$ cat src/rtl/bcd_pkg.sv
package bcd_pkg;
  localparam int STAT_W = 3;
  localparam int CMD_N  = 7;

  typedef enum logic [STAT_W-1:0] {
    ST_INTA  = 3'b000,
    ST_IORD  = 3'b001,
    ST_IOWR  = 3'b010,
    ST_HALT  = 3'b011,
    ST_FETCH = 3'b100,
    ST_MRD   = 3'b101,
    ST_MWR   = 3'b110,
    ST_PASS  = 3'b111
  } stat_e;

  typedef enum logic [1:0] {
    PH_IDLE = 2'd0,
    PH_ADDR = 2'd1,
    PH_CMD  = 2'd2,
    PH_HOLD = 2'd3
  } phase_e;

  // decoded kind of the latched cycle
  typedef struct packed {
    logic mrd;
    logic mwr;
    logic ior;
    logic iow;
    logic inta;
  } kind_t;

  // command strobes, active high inside the block
  typedef struct packed {
    logic mrd;
    logic mwr;
    logic amw;
    logic ior;
    logic iow;
    logic aiow;
    logic inta;
  } cmd_t;
endpackage

$ cat src/rtl/bcd_rst_sync.sv
module bcd_rst_sync #(
  parameter int STAGES = 2
) (
  input  logic clk,
  input  logic rst_n,
  output logic rst_sync_n
);
  localparam int NS = (STAGES < 1) ? 1 : STAGES;

  logic [NS-1:0] chain_q;
  logic [NS-1:0] chain_d;

  always_comb begin
    chain_d[0] = 1'b1;
    for (int i = 1; i < NS; i++) chain_d[i] = chain_q[i-1];
  end

  always_ff @(posedge clk or negedge rst_n) begin
    if (!rst_n) chain_q <= '0;
    else        chain_q <= chain_d;
  end

  assign rst_sync_n = chain_q[NS-1];
endmodule

$ cat src/rtl/bcd_seq.sv
module bcd_seq
  import bcd_pkg::*;
(
  input  logic              clk,
  input  logic              rst_n,
  input  logic [STAT_W-1:0] stat_i,
  output phase_e            phase,
  output logic [STAT_W-1:0] code_q
);
  phase_e            phase_q, phase_d;
  logic [STAT_W-1:0] code_d;
  logic              code_en;
  logic              passive;

  assign passive = (stat_i == ST_PASS);

  always_comb begin
    phase_d = phase_q;
    code_d  = code_q;
    code_en = 1'b0;
    unique case (phase_q)
      PH_IDLE: begin
        if (!passive) begin
          phase_d = PH_ADDR;
          code_d  = stat_i;
          code_en = 1'b1;
        end
      end
      PH_ADDR: phase_d = passive ? PH_IDLE : PH_CMD;
      PH_CMD:  phase_d = passive ? PH_IDLE : PH_HOLD;
      PH_HOLD: phase_d = passive ? PH_IDLE : PH_HOLD;
      default: phase_d = PH_IDLE;
    endcase
  end

  always_ff @(posedge clk or negedge rst_n) begin
    if (!rst_n) phase_q <= PH_IDLE;
    else        phase_q <= phase_d;
  end

  always_ff @(posedge clk or negedge rst_n) begin
    if (!rst_n)       code_q <= ST_PASS;
    else if (code_en) code_q <= code_d;
  end

  assign phase = phase_q;
endmodule

$ cat src/rtl/bcd_decode.sv
module bcd_decode
  import bcd_pkg::*;
(
  input  logic [STAT_W-1:0] code,
  output kind_t             kind
);
  always_comb begin
    kind = '0;
    unique case (code)
      ST_INTA:          kind.inta = 1'b1;
      ST_IORD:          kind.ior  = 1'b1;
      ST_IOWR:          kind.iow  = 1'b1;
      ST_FETCH, ST_MRD: kind.mrd  = 1'b1;
      ST_MWR:           kind.mwr  = 1'b1;
      default:          kind      = '0;
    endcase
  end
endmodule

$ cat src/rtl/bcd_cmdgen.sv
module bcd_cmdgen
  import bcd_pkg::*;
(
  input  phase_e phase,
  input  kind_t  kind,
  input  logic   addr_en_n,
  input  logic   cmd_en,
  input  logic   iob_mode,
  output cmd_t   raw,
  output cmd_t   gated,
  output logic   ale,
  output logic   den,
  output logic   dt_r
);
  logic in_cmd;
  logic in_hold;
  logic any_kind;
  logic rx_kind;
  logic mem_ok;
  logic io_ok;

  assign in_cmd   = (phase == PH_CMD) || (phase == PH_HOLD);
  assign in_hold  = (phase == PH_HOLD);
  assign any_kind = |kind;
  assign rx_kind  = kind.mrd | kind.ior | kind.inta;

  always_comb begin
    raw      = '0;
    raw.mrd  = kind.mrd  & in_cmd;
    raw.amw  = kind.mwr  & in_cmd;
    raw.mwr  = kind.mwr  & in_hold;
    raw.ior  = kind.ior  & in_cmd;
    raw.aiow = kind.iow  & in_cmd;
    raw.iow  = kind.iow  & in_hold;
    raw.inta = kind.inta & in_cmd;
  end

  assign mem_ok = cmd_en & ~addr_en_n;
  assign io_ok  = cmd_en & (~addr_en_n | iob_mode);

  always_comb begin
    gated      = '0;
    gated.mrd  = raw.mrd  & mem_ok;
    gated.mwr  = raw.mwr  & mem_ok;
    gated.amw  = raw.amw  & mem_ok;
    gated.ior  = raw.ior  & io_ok;
    gated.iow  = raw.iow  & io_ok;
    gated.aiow = raw.aiow & io_ok;
    gated.inta = raw.inta & io_ok;
  end

  assign ale  = (phase == PH_ADDR);
  assign den  = in_cmd & any_kind;
  assign dt_r = ~((phase != PH_IDLE) & rx_kind);
endmodule

$ cat src/rtl/bus_cmd_decoder.sv
module bus_cmd_decoder
  import bcd_pkg::*;
#(
  parameter int SYNC_STAGES = 2
) (
  input  logic        clk,
  input  logic        rst_n,
  input  logic [2:0]  stat_i,
  input  logic        addr_en_n,
  input  logic        cmd_en,
  input  logic        iob_mode,
  output logic        mrd_n,
  output logic        mwr_n,
  output logic        amwr_n,
  output logic        iord_n,
  output logic        iowr_n,
  output logic        aiowr_n,
  output logic        inta_n,
  output logic        ale,
  output logic        den,
  output logic        dt_r
);
  logic              rst_sync_n;
  phase_e            phase;
  logic [STAT_W-1:0] code_q;
  kind_t             kind;
  cmd_t              raw_cmd;
  cmd_t              gated_cmd;

  bcd_rst_sync #(.STAGES(SYNC_STAGES)) u_sync (
    .clk        (clk),
    .rst_n      (rst_n),
    .rst_sync_n (rst_sync_n)
  );

  bcd_seq u_seq (
    .clk    (clk),
    .rst_n  (rst_sync_n),
    .stat_i (stat_i),
    .phase  (phase),
    .code_q (code_q)
  );

  bcd_decode u_dec (
    .code (code_q),
    .kind (kind)
  );

  bcd_cmdgen u_gen (
    .phase     (phase),
    .kind      (kind),
    .addr_en_n (addr_en_n),
    .cmd_en    (cmd_en),
    .iob_mode  (iob_mode),
    .raw       (raw_cmd),
    .gated     (gated_cmd),
    .ale       (ale),
    .den       (den),
    .dt_r      (dt_r)
  );

  assign mrd_n   = ~gated_cmd.mrd;
  assign mwr_n   = ~gated_cmd.mwr;
  assign amwr_n  = ~gated_cmd.amw;
  assign iord_n  = ~gated_cmd.ior;
  assign iowr_n  = ~gated_cmd.iow;
  assign aiowr_n = ~gated_cmd.aiow;
  assign inta_n  = ~gated_cmd.inta;
endmodule

$ cat config.mk
export PLATFORM = sky130hd
export DESIGN_NAME = bus_cmd_decoder
export DESIGN_NICKNAME = d
export VERILOG_FILES = /design/src/rtl/bcd_pkg.sv /design/src/rtl/bcd_rst_sync.sv /design/src/rtl/bcd_seq.sv /design/src/rtl/bcd_decode.sv /design/src/rtl/bcd_cmdgen.sv /design/src/rtl/bus_cmd_decoder.sv
export SDC_FILE = /design/constraint.sdc
export NUM_CORES = 1
export LEC_CHECK = 0
export BUFFER_PORTS_ARGS = -buffer_cell sky130_fd_sc_hd__buf_2
export CAP_MARGIN = 20
export CORE_AREA = 2 2 39 41
export CTS_CLUSTER_DIAMETER = 50
export DETAILED_ROUTE_END_ITERATION = 6
export DIE_AREA = 0 0 41 43
export PLACE_DENSITY_LB_ADDON = 0.12
export SKIP_LAST_GASP = 1
export SYNTH_ARGS = -nofsm -noshare
export SYNTH_HDL_FRONTEND = slang
export SYNTH_SLANG_ARGS = --single-unit
$ cat constraint.sdc
create_clock -name clk -period 2.5 [get_ports clk]
set_input_delay 0.625 -clock clk [delete_from_list [all_inputs] [get_ports clk]]
set_output_delay 0.625 -clock clk [all_outputs]
set_load 0.05 [all_outputs]
==> impl_metrics.toml, run 1 <==
[pwr]
p_seq_frac = 0.401
p_int_uw = 261
p_clk_frac = 0.229
power_frac_comb = 0.370
power_leakage_nw = 0.196
vdd_drop_max_mv = 0.367
switching_share = 0.399
power.density_mw_per_mm2 = 897
power_switching_uw = 173

[detailed_routing]
drc = 0
routed_wl_um = 836
ant_nets = 0
first_pass_iters = 4
drt-initial-drc-count = 3
vias = 336
via_per_inst = 4.87
wl_per_cell_um = 12.1

[logic_synthesis]
yosys.area.top_type = "dfrtp_1"
synth_top_area_share = 0.267
synthMuxAreaShare = 0
syn_nets = 42
ys_async_sr_fraction = 1.00
synth_edf_count = 0
ys_warn_count = 0
synth_adder_area_share = 0
avgSynthCellArea_um2 = 11.0
yosysMostFrequentCell = "dfrtp_1"
netlist_top_cells_count = "4 x dfrtp_1, 3 x a211oi_1, 3 x dfstp_2, 3 x nand3_1, 3 x o32a_2"
synth-xor-area-share = 0
ys_seq_area_frac = 0.477
synth_top_family_by_area = "simple AND/OR/NAND/NOR gates"
synth-compound-area-share = 0.203
syn-instance-count = 34
synth_flop_cell = "dfrtp_1"
synth_area_leaders = "dfrtp_1 27%, dfstp_2 21%, o32a_2 9.0%"
ys_ff_latch = 7
ys_types = 19
synth-simple-area-share = 0.250
synthesis.area_um2 = 375

[critical_path]
critical_path_required_ns = 1.88
start_kind = "flop"
cp-end-kind = "primary output"
critPathArrivalTime_ns = 1.38
cp_max_fo = 5
setup.worst_path.class = "flop to primary output"

[cts]
postCtsHoldBufs = 0
clk_pin_slew_ns = 0.05
cts_buffer_depth = 2
clockRootBuffer = "clkbuf_4"
clock-sinks = 7
cts_max_level = 1
cts_resized = 0
postCtsSetupBuffers = 0
cts_tree = "yes"
numCtsBuffers = 3
insertion_delay_ns = 0.25

[sta]
skew_ns = 0.00163
hold_viol = 0
grt_setup_unrepaired = "no"
post-route-period-util = 0.801
finalSetupViolations = 0
slew_viol_final = 0
setup_tns_ns = 0
fmax_ghz = 0.499
period_minus_slack_ns = 2.00

[grt]
grt_pass1_vias = 300
grt_max_degree = 12
grt_pass1_wl_mm = 1.30
grt.overflow.total = 0
antenna_found_initial = 0
grt.total_usage = 0.114

[flow_run]
cap_viol_max_count = 0

[placement]
io_buffers = 17
hpwlAfterDp_um = 645
gp_routability_congestion = 0.719
placedCellCount = 65

[die]
die_area_mm2 = 0.00176
die_y_um = 43
chipWidth_um = 41
coreArea_mm2 = 0.00138
ios = 18
fp-row-count = 14
start_util = 0.271

[finish]
instances_no_fill = 69
num_antenna_cells = 0
fillCellCount = 150
syn2layout_area_growth_pct = 29.0
drive_above_1_share = 0.528
fin_nets = 62
multi_input_area_um2 = 174
regArea_um2 = 179

[min_path]
hold_path_class = "flop to async pin"

[run_status]
status = "finished clean"
layout make-up:
cell class	instances	area share
clock buffers	4	0.0543
well taps	16	0.0413
flip-flops and latches	7	0.370
repair buffers	17	0.176
multi-input cells	25	0.359
placed cells by master (no fill, tap or decap):
master	n
buf_2	17
dfrtp_1	4
nand3_1	3
a211oi_1	3
o32a_2	3
clkbuf_4	3
dfstp_2	3
nand2b_1	2
nor2_1	2
a31oi_1	2
nor2b_1	1
and4b_1	1
and2b_1	1
nand2_1	1
and3b_2	1
nand4b_1	1
nand4_1	1
a21boi_0	1
or2_2	1
clkbuf_1	1
conb_1	1
metrics by stage:
step / power, mW / util / setup WS, ns / instance area, µm² / hold slack, ns
floorplan: 0.302 / - / 0.270 / 375 / 0.0516
global placement: 0.334 / 0.331 / 0.579 / 458 / 0.0804
detailed placement: 0.338 / 0.331 / 0.554 / 458 / 0.0878
CTS: 0.442 / 0.350 / 0.482 / 484 / 0.0882
global route: 0.464 / 0.350 / 0.407 / 484 / 0.107
finish: 0.434 / 0.350 / 0.497 / 484 / 0.0777
worst max-delay path, cell delays in order, from the launching register on:
cell	delay [ns]
dfstp_2	0.56
and2b_1	0.22
nand4_1	0.09
buf_2	0.26
registers in the layout, indices dropped and copies added (netlist names):
register,cells
u_seq.code_q,3
u_seq.phase,2
u_sync.chain_q,2
metal layers:
metal | wire, µm | GRT usage | share of wire
met5 | 0 | 0 | 0
met4 | 11 | 0.100 | 0.013
met3 | 79 | 0.0366 | 0.094
met2 | 351 | 0.150 | 0.42
met1 | 393 | 0.140 | 0.47
cells by family (layout without fill, tap and decap cells):
logic type,after synthesis,in the layout
DFF,7,7
and+or+nand+nor,15,15
buffers and inverters,2,21
AOI/OAI and AO/OA,9,9
other,1,1
power by group through the flow:
stage / clock, mW / combinational, mW / sequential (mW)
2_1_floorplan: 0 / 0.139 / 0.163
3_3_place_gp: 0 / 0.159 / 0.175
3_5_place_dp: 0 / 0.162 / 0.175
4_1_cts: 0.106 / 0.163 / 0.174
5_1_grt: 0.114 / 0.171 / 0.180
6_report: 0.0996 / 0.161 / 0.174
final timing paths:
path	cells after the start	slack [ns]	from	endpoint
max	3	0.50	u_seq.code_q[0]	iowr_n
min	0	0.08	u_sync.chain_q[1]	u_seq.phase[0]
max reg2reg	1	1.52	u_seq.phase[0]	u_seq.code_q[2]
min reg2reg	0	0.08	u_sync.chain_q[1]	u_seq.phase[0]
max in group asynchronous	0	2.17	u_sync.chain_q[1]	u_seq.code_q[2]
min in group clk	0	0.35	u_sync.chain_q[0]	u_sync.chain_q[1]
No activity file was read; power rests on OpenSTA's default activity.
==> run 2: changes to the inputs <==
==> constraint.sdc (replaced) <==
create_clock -name clk -period 1.8 [get_ports clk]
set_input_delay 0.45 -clock clk [delete_from_list [all_inputs] [get_ports clk]]
set_output_delay 0.45 -clock clk [all_outputs]
set_load 0.05 [all_outputs]
==> run 2 against run 1 <==
Against the previous run:
- sequential share of layout area fell by 4.3 points
- non-clock buffer count rose by 3
- clock power rose by 39%
==> impl_metrics.toml, run 2 (synthesized netlist as in run 1, its figures left out) <==
[run_status]
status = "finished clean"

[critical_path]
start_kind = "flop"
startpoint = "u_seq.code_q[0]"
critPathArrivalTime_ns = 1.31
r2r_setup_slack_ns = 0.72
crit_buf_inv = 1
r2r_start = "u_seq.phase[0]"
critical_path.top_delay_family = "flip-flops"
timing.rr.end = "u_seq.code_q[0]"
critPathSlowestCell = "dfstp_2"
worst-r2r-cell-count = 3
setup.worst_path.class = "flop to primary output"
critical_path_required_ns = 1.35
cp-end-kind = "primary output"
cp_max_fo = 4
path_cells = "and2b_2 > nand3_1 > buf_6"
max_stage_delay_ns = 0.55
crit_end = "mwr_n"
cp_num_cells = 3

[die]
fp-row-count = 14
coreArea_mm2 = 0.00138
die_area_mm2 = 0.00176
die_y_um = 43
ios = 18
start_util = 0.271
chipWidth_um = 41

[sta]
post-route-period-util = 0.978
whs_ns = 0.0784
hold_viol = 0
fin_ws_ns = 0.0392
setup_tns_ns = 0
fmax_ghz = 0.568
skew_ns = 0.00367
grt_setup_unrepaired = "yes"
period_minus_slack_ns = 1.76
finalSetupViolations = 0
slew_viol_final = 0

[flow_run]
cap_viol_max_count = 0

[detailed_routing]
vias = 351
drc = 0
routed_wl_um = 873
wl_per_cell_um = 12.1
ant_nets = 0
drt-initial-drc-count = 3
first_pass_iters = 2
via_per_inst = 4.88

[finish]
max_flop_register = "u_seq.code_q"
layout_common_cells = "10 x buf_2, 6 x buf_6"
fin_util = 0.399
fillCellCount = 136
layout_commonest_cell = "buf_2"
syn2layout_area_growth_pct = 47.0
drive_above_1_share = 0.571
largest_reg_flops = 3
fin_nets = 65
num_antenna_cells = 0

[pwr]
p_clk_frac = 0.216
p_seq_frac = 0.378
power_frac_comb = 0.406
power_leakage_nw = 0.232
switching_share = 0.389
p_int_uw = 390
vdd_drop_max_mv = 0.379
power_switching_uw = 248
power.density_mw_per_mm2 = 1160

[cts]
cts_buffer_depth = 2
insertion_delay_ns = 0.25
cts_max_level = 1
clockRootBuffer = "clkbuf_4"
clock-sinks = 7
numCtsBuffers = 3
clk_pin_slew_ns = 0.05
cts_tree = "yes"

[placement]
io_buffers = 17
dp_slack_ns = 0.187
gp_routability_congestion = 0.792

[min_path]
hold_path_class = "flop to async pin"

[grt]
grt_max_degree = 12
grt.total_usage = 0.122
antenna_found_initial = 0
grt_pass1_wl_mm = 1.38
grt_pass1_vias = 348
grt.overflow.total = 0
-- run 2: how the worst min path moves through the flow --
stage / start / endpoint / slack (ns) / cells past startpoint
2_1_floorplan: u_sync.chain_q[1] / u_seq.phase[0] / 0.05 / 0
5_1_grt: u_sync.chain_q[1] / u_seq.phase[1] / 0.10 / 0
3_3_place_gp: u_sync.chain_q[1] / u_seq.phase[1] / 0.08 / 0
4_1_cts: u_sync.chain_q[1] / u_seq.phase[0] / 0.09 / 0
3_5_place_dp: u_sync.chain_q[1] / u_seq.phase[1] / 0.09 / 0
6_report: u_sync.chain_q[1] / u_seq.phase[0] / 0.08 / 0
-- run 2: timing repair --
item                                    4_1_cts  5_1_grt
resized for setup                             6       10
buffers inserted                              0        1
endpoints found under the setup margin        6        9
hold buffers                                  1        0
pin swaps                                     0        2
endpoints found under the hold margin         2        0
-- run 2: power groups by stage --
stage	registers, mW	clock network, mW	logic (mW)
finish	0.242	0.138	0.259
detailed placement	0.246	0	0.230
CTS	0.243	0.146	0.238
floorplan	0.227	0	0.194
global placement	0.243	0	0.226
global route	0.249	0.162	0.276
-- run 2: cell type report --
| type | count | area, µm² | area share |
|---|---|---|---|
| Clock buffer | 4 | 26.3 | 0.0476 |
| Multi-Input combinational cell | 25 | 175 | 0.317 |
| Sequential cell | 7 | 180 | 0.327 |
| Tap cell | 16 | 20.0 | 0.0363 |
| Timing Repair Buffer | 20 | 150 | 0.272 |
-- run 2: layer usage --
metal	part of all wire	track usage	vias to the layer above
met5	0	0	-
li1	-	-	174
met3	0.061	0.0366	2
met4	0.0057	0.100	0
met1	0.44	0.129	163
met2	0.49	0.184	12
-- run 2: stage by stage --
stage / cell area, µm² / total power, mW / std cells
after floorplan: 375 / 0.421 / 34
after global placement: 465 / 0.469 / 66
after detailed placement: 465 / 0.475 / 66
after CTS: 517 / 0.627 / 71
after global routing: 552 / 0.687 / 72
final: 552 / 0.638 / 72
-- run 2: worst reg2reg max path, cell delays in order (launching register included) --
cell and delay, ns:
dfrtp_1 0.43, buf_4 0.18, a211oi_1 0.23, o32a_2 0.19
==> run 3: changes to the inputs <==
--- a/config.mk
+++ b/config.mk
@@ -8,10 +8,10 @@
 export BUFFER_PORTS_ARGS = -buffer_cell sky130_fd_sc_hd__buf_2
 export CAP_MARGIN = 20
 export CORE_AREA = 2 2 39 41
+export CTS_BUF_LIST = sky130_fd_sc_hd__clkbuf_16
 export CTS_CLUSTER_DIAMETER = 50
 export DETAILED_ROUTE_END_ITERATION = 6
 export DIE_AREA = 0 0 41 43
-export PLACE_DENSITY_LB_ADDON = 0.12
 export SKIP_LAST_GASP = 1
 export SYNTH_ARGS = -nofsm -noshare
 export SYNTH_HDL_FRONTEND = slang
==> run 3 against run 2 <==
Against the previous run:
- cell count decreased by 1.4%
- sequential share of layout area is 1.0 points lower
- combinational power fell by 8.5%
- clock skew is 0.0032 ns lower
- wire length shrank 4.8%
- utilization grew 1.3 points
- critical path type unchanged
- critical endpoint is now inta_n
==> impl_metrics.toml, run 3 (synthesized netlist as in run 1, its figures left out) <==
[sta]
post-route-period-util = 0.979
fin_ws_ns = 0.0376
hold_viol = 0
slew_viol_final = 0
grt_setup_unrepaired = "no"
whs_ns = 0.0783
finalSetupViolations = 0
period_minus_slack_ns = 1.76
fmax_ghz = 0.567
skew_ns = 0.000516
setup_tns_ns = 0

[pwr]
p_seq_frac = 0.279
switching_share = 0.323
p_int_uw = 580
p_clk_frac = 0.445
p_total_uw = 856
power_leakage_nw = 0.240
power.density_mw_per_mm2 = 1500
vdd_drop_max_mv = 0.721
power_switching_uw = 276
power_frac_comb = 0.277

[grt]
grt_pass1_vias = 278
grt_max_degree = 12
grt.total_usage = 0.116
antenna_found_initial = 0
grt.overflow.total = 0
grt_pass1_wl_mm = 1.24

[critical_path]
r2r_setup_slack_ns = 0.80
critical_path.top_delay_family = "flip-flops"
critPathArrivalTime_ns = 1.31
timing.rr.end = "u_seq.code_q[0]"
start_kind = "flop"
worst-r2r-cell-count = 2
critical_path_required_ns = 1.35
critPathSlowestCell = "dfstp_2"
max_stage_delay_ns = 0.52
crit_buf_inv = 1
r2r_start = "u_seq.phase[0]"
cp-end-kind = "primary output"
setup.worst_path.class = "flop to primary output"
cp_max_fo = 4
path_cells = "and3b_2 > nand3_1 > buf_2"

[run_status]
status = "finished clean"

[finish]
largest_reg_flops = 3
fillCellCount = 141
drive_above_1_share = 0.564
layout_commonest_cell = "buf_2"
regArea_um2 = 180
max_flop_register = "u_seq.code_q"
fin_nets = 64
syn2layout_area_growth_pct = 51.7
layout_common_cells = "12 x buf_2, 5 x buf_4"
multi_input_area_um2 = 174
num_antenna_cells = 0
fin_util = 0.411

[cts]
insertion_delay_ns = 0.23
clk_pin_slew_ns = 0.04
cts_tree = "yes"
numCtsBuffers = 3
clock-sinks = 7
cts_buffer_depth = 2
cts_max_level = 1
clockRootBuffer = "clkbuf_16"
postCtsSetupBuffers = 0

[placement]
gp_routability_congestion = 0.736
dp_slack_ns = 0.231
io_buffers = 17

[die]
ios = 18
coreArea_mm2 = 0.00138
chipWidth_um = 41
die_area_mm2 = 0.00176
fp-row-count = 14
start_util = 0.271
die_y_um = 43

[detailed_routing]
drc = 0
first_pass_iters = 2
wl_per_cell_um = 11.7
drt-initial-drc-count = 3
vias = 348
routed_wl_um = 831
via_per_inst = 4.90
ant_nets = 0

[flow_run]
cap_viol_max_count = 0

[min_path]
hold_path_class = "flop to async pin"
-- run 3: cell types whose count changed in the layout (fill, tap and decap cells not counted), moves of 2 or more --
cell,change
clkbuf_4,-2
clkbuf_16,+3
buf_4,+2
buf_6,-6
buf_2,+2
-- run 3: power by group through the flow --
stage               registers (mW)  clock network, mW  logic (mW)
global route                 0.243              0.401       0.253
global placement             0.240                  0       0.232
finish                       0.239              0.380       0.237
detailed placement           0.241                  0       0.232
floorplan                    0.227                  0       0.194
CTS                          0.239              0.391       0.237
-- run 3: area by class of cell --
type | instances | area share
Multi-Input combinational cell | 25 | 0.305
Tap cell | 16 | 0.0352
Clock inverter | 1 | 0.00879
Timing Repair Buffer | 19 | 0.202
Clock buffer | 3 | 0.132
Sequential cell | 7 | 0.316
-- run 3: how the worst max path moves through the flow --
stage                                from     end  slack, ns  cells past startpoint
after detailed placement  u_seq.code_q[0]  iowr_n       0.23                      3
final                     u_seq.code_q[2]  inta_n       0.04                      3
after floorplan            u_seq.phase[1]     den       0.11                      2
after global placement          addr_en_n   mwr_n       0.23                      4
after global routing      u_seq.code_q[0]  iowr_n      0.005                      3
after CTS                  u_seq.phase[1]  iord_n      0.006                      3
-- run 3: layer usage --
layer  track usage  part of all wire  vias up
met2         0.141              0.39       20
met1         0.127              0.43      149
met4         0.120             0.048        0
met5             0                 0        -
li1              -                 -      175
met3        0.0681              0.13        4
-- run 3: timing repair --
item	4_1_cts	5_1_grt
hold endpoints to repair	2	0
endpoints found under the setup margin	3	7
resized for setup	3	4
hold buffers	1	0
-- run 3: per-stage QoR --
stage | area (µm²) | instances
after floorplan | 375 | 34
after global placement | 465 | 66
after detailed placement | 465 | 66
after CTS | 563 | 71
after global routing | 569 | 71
final | 569 | 71
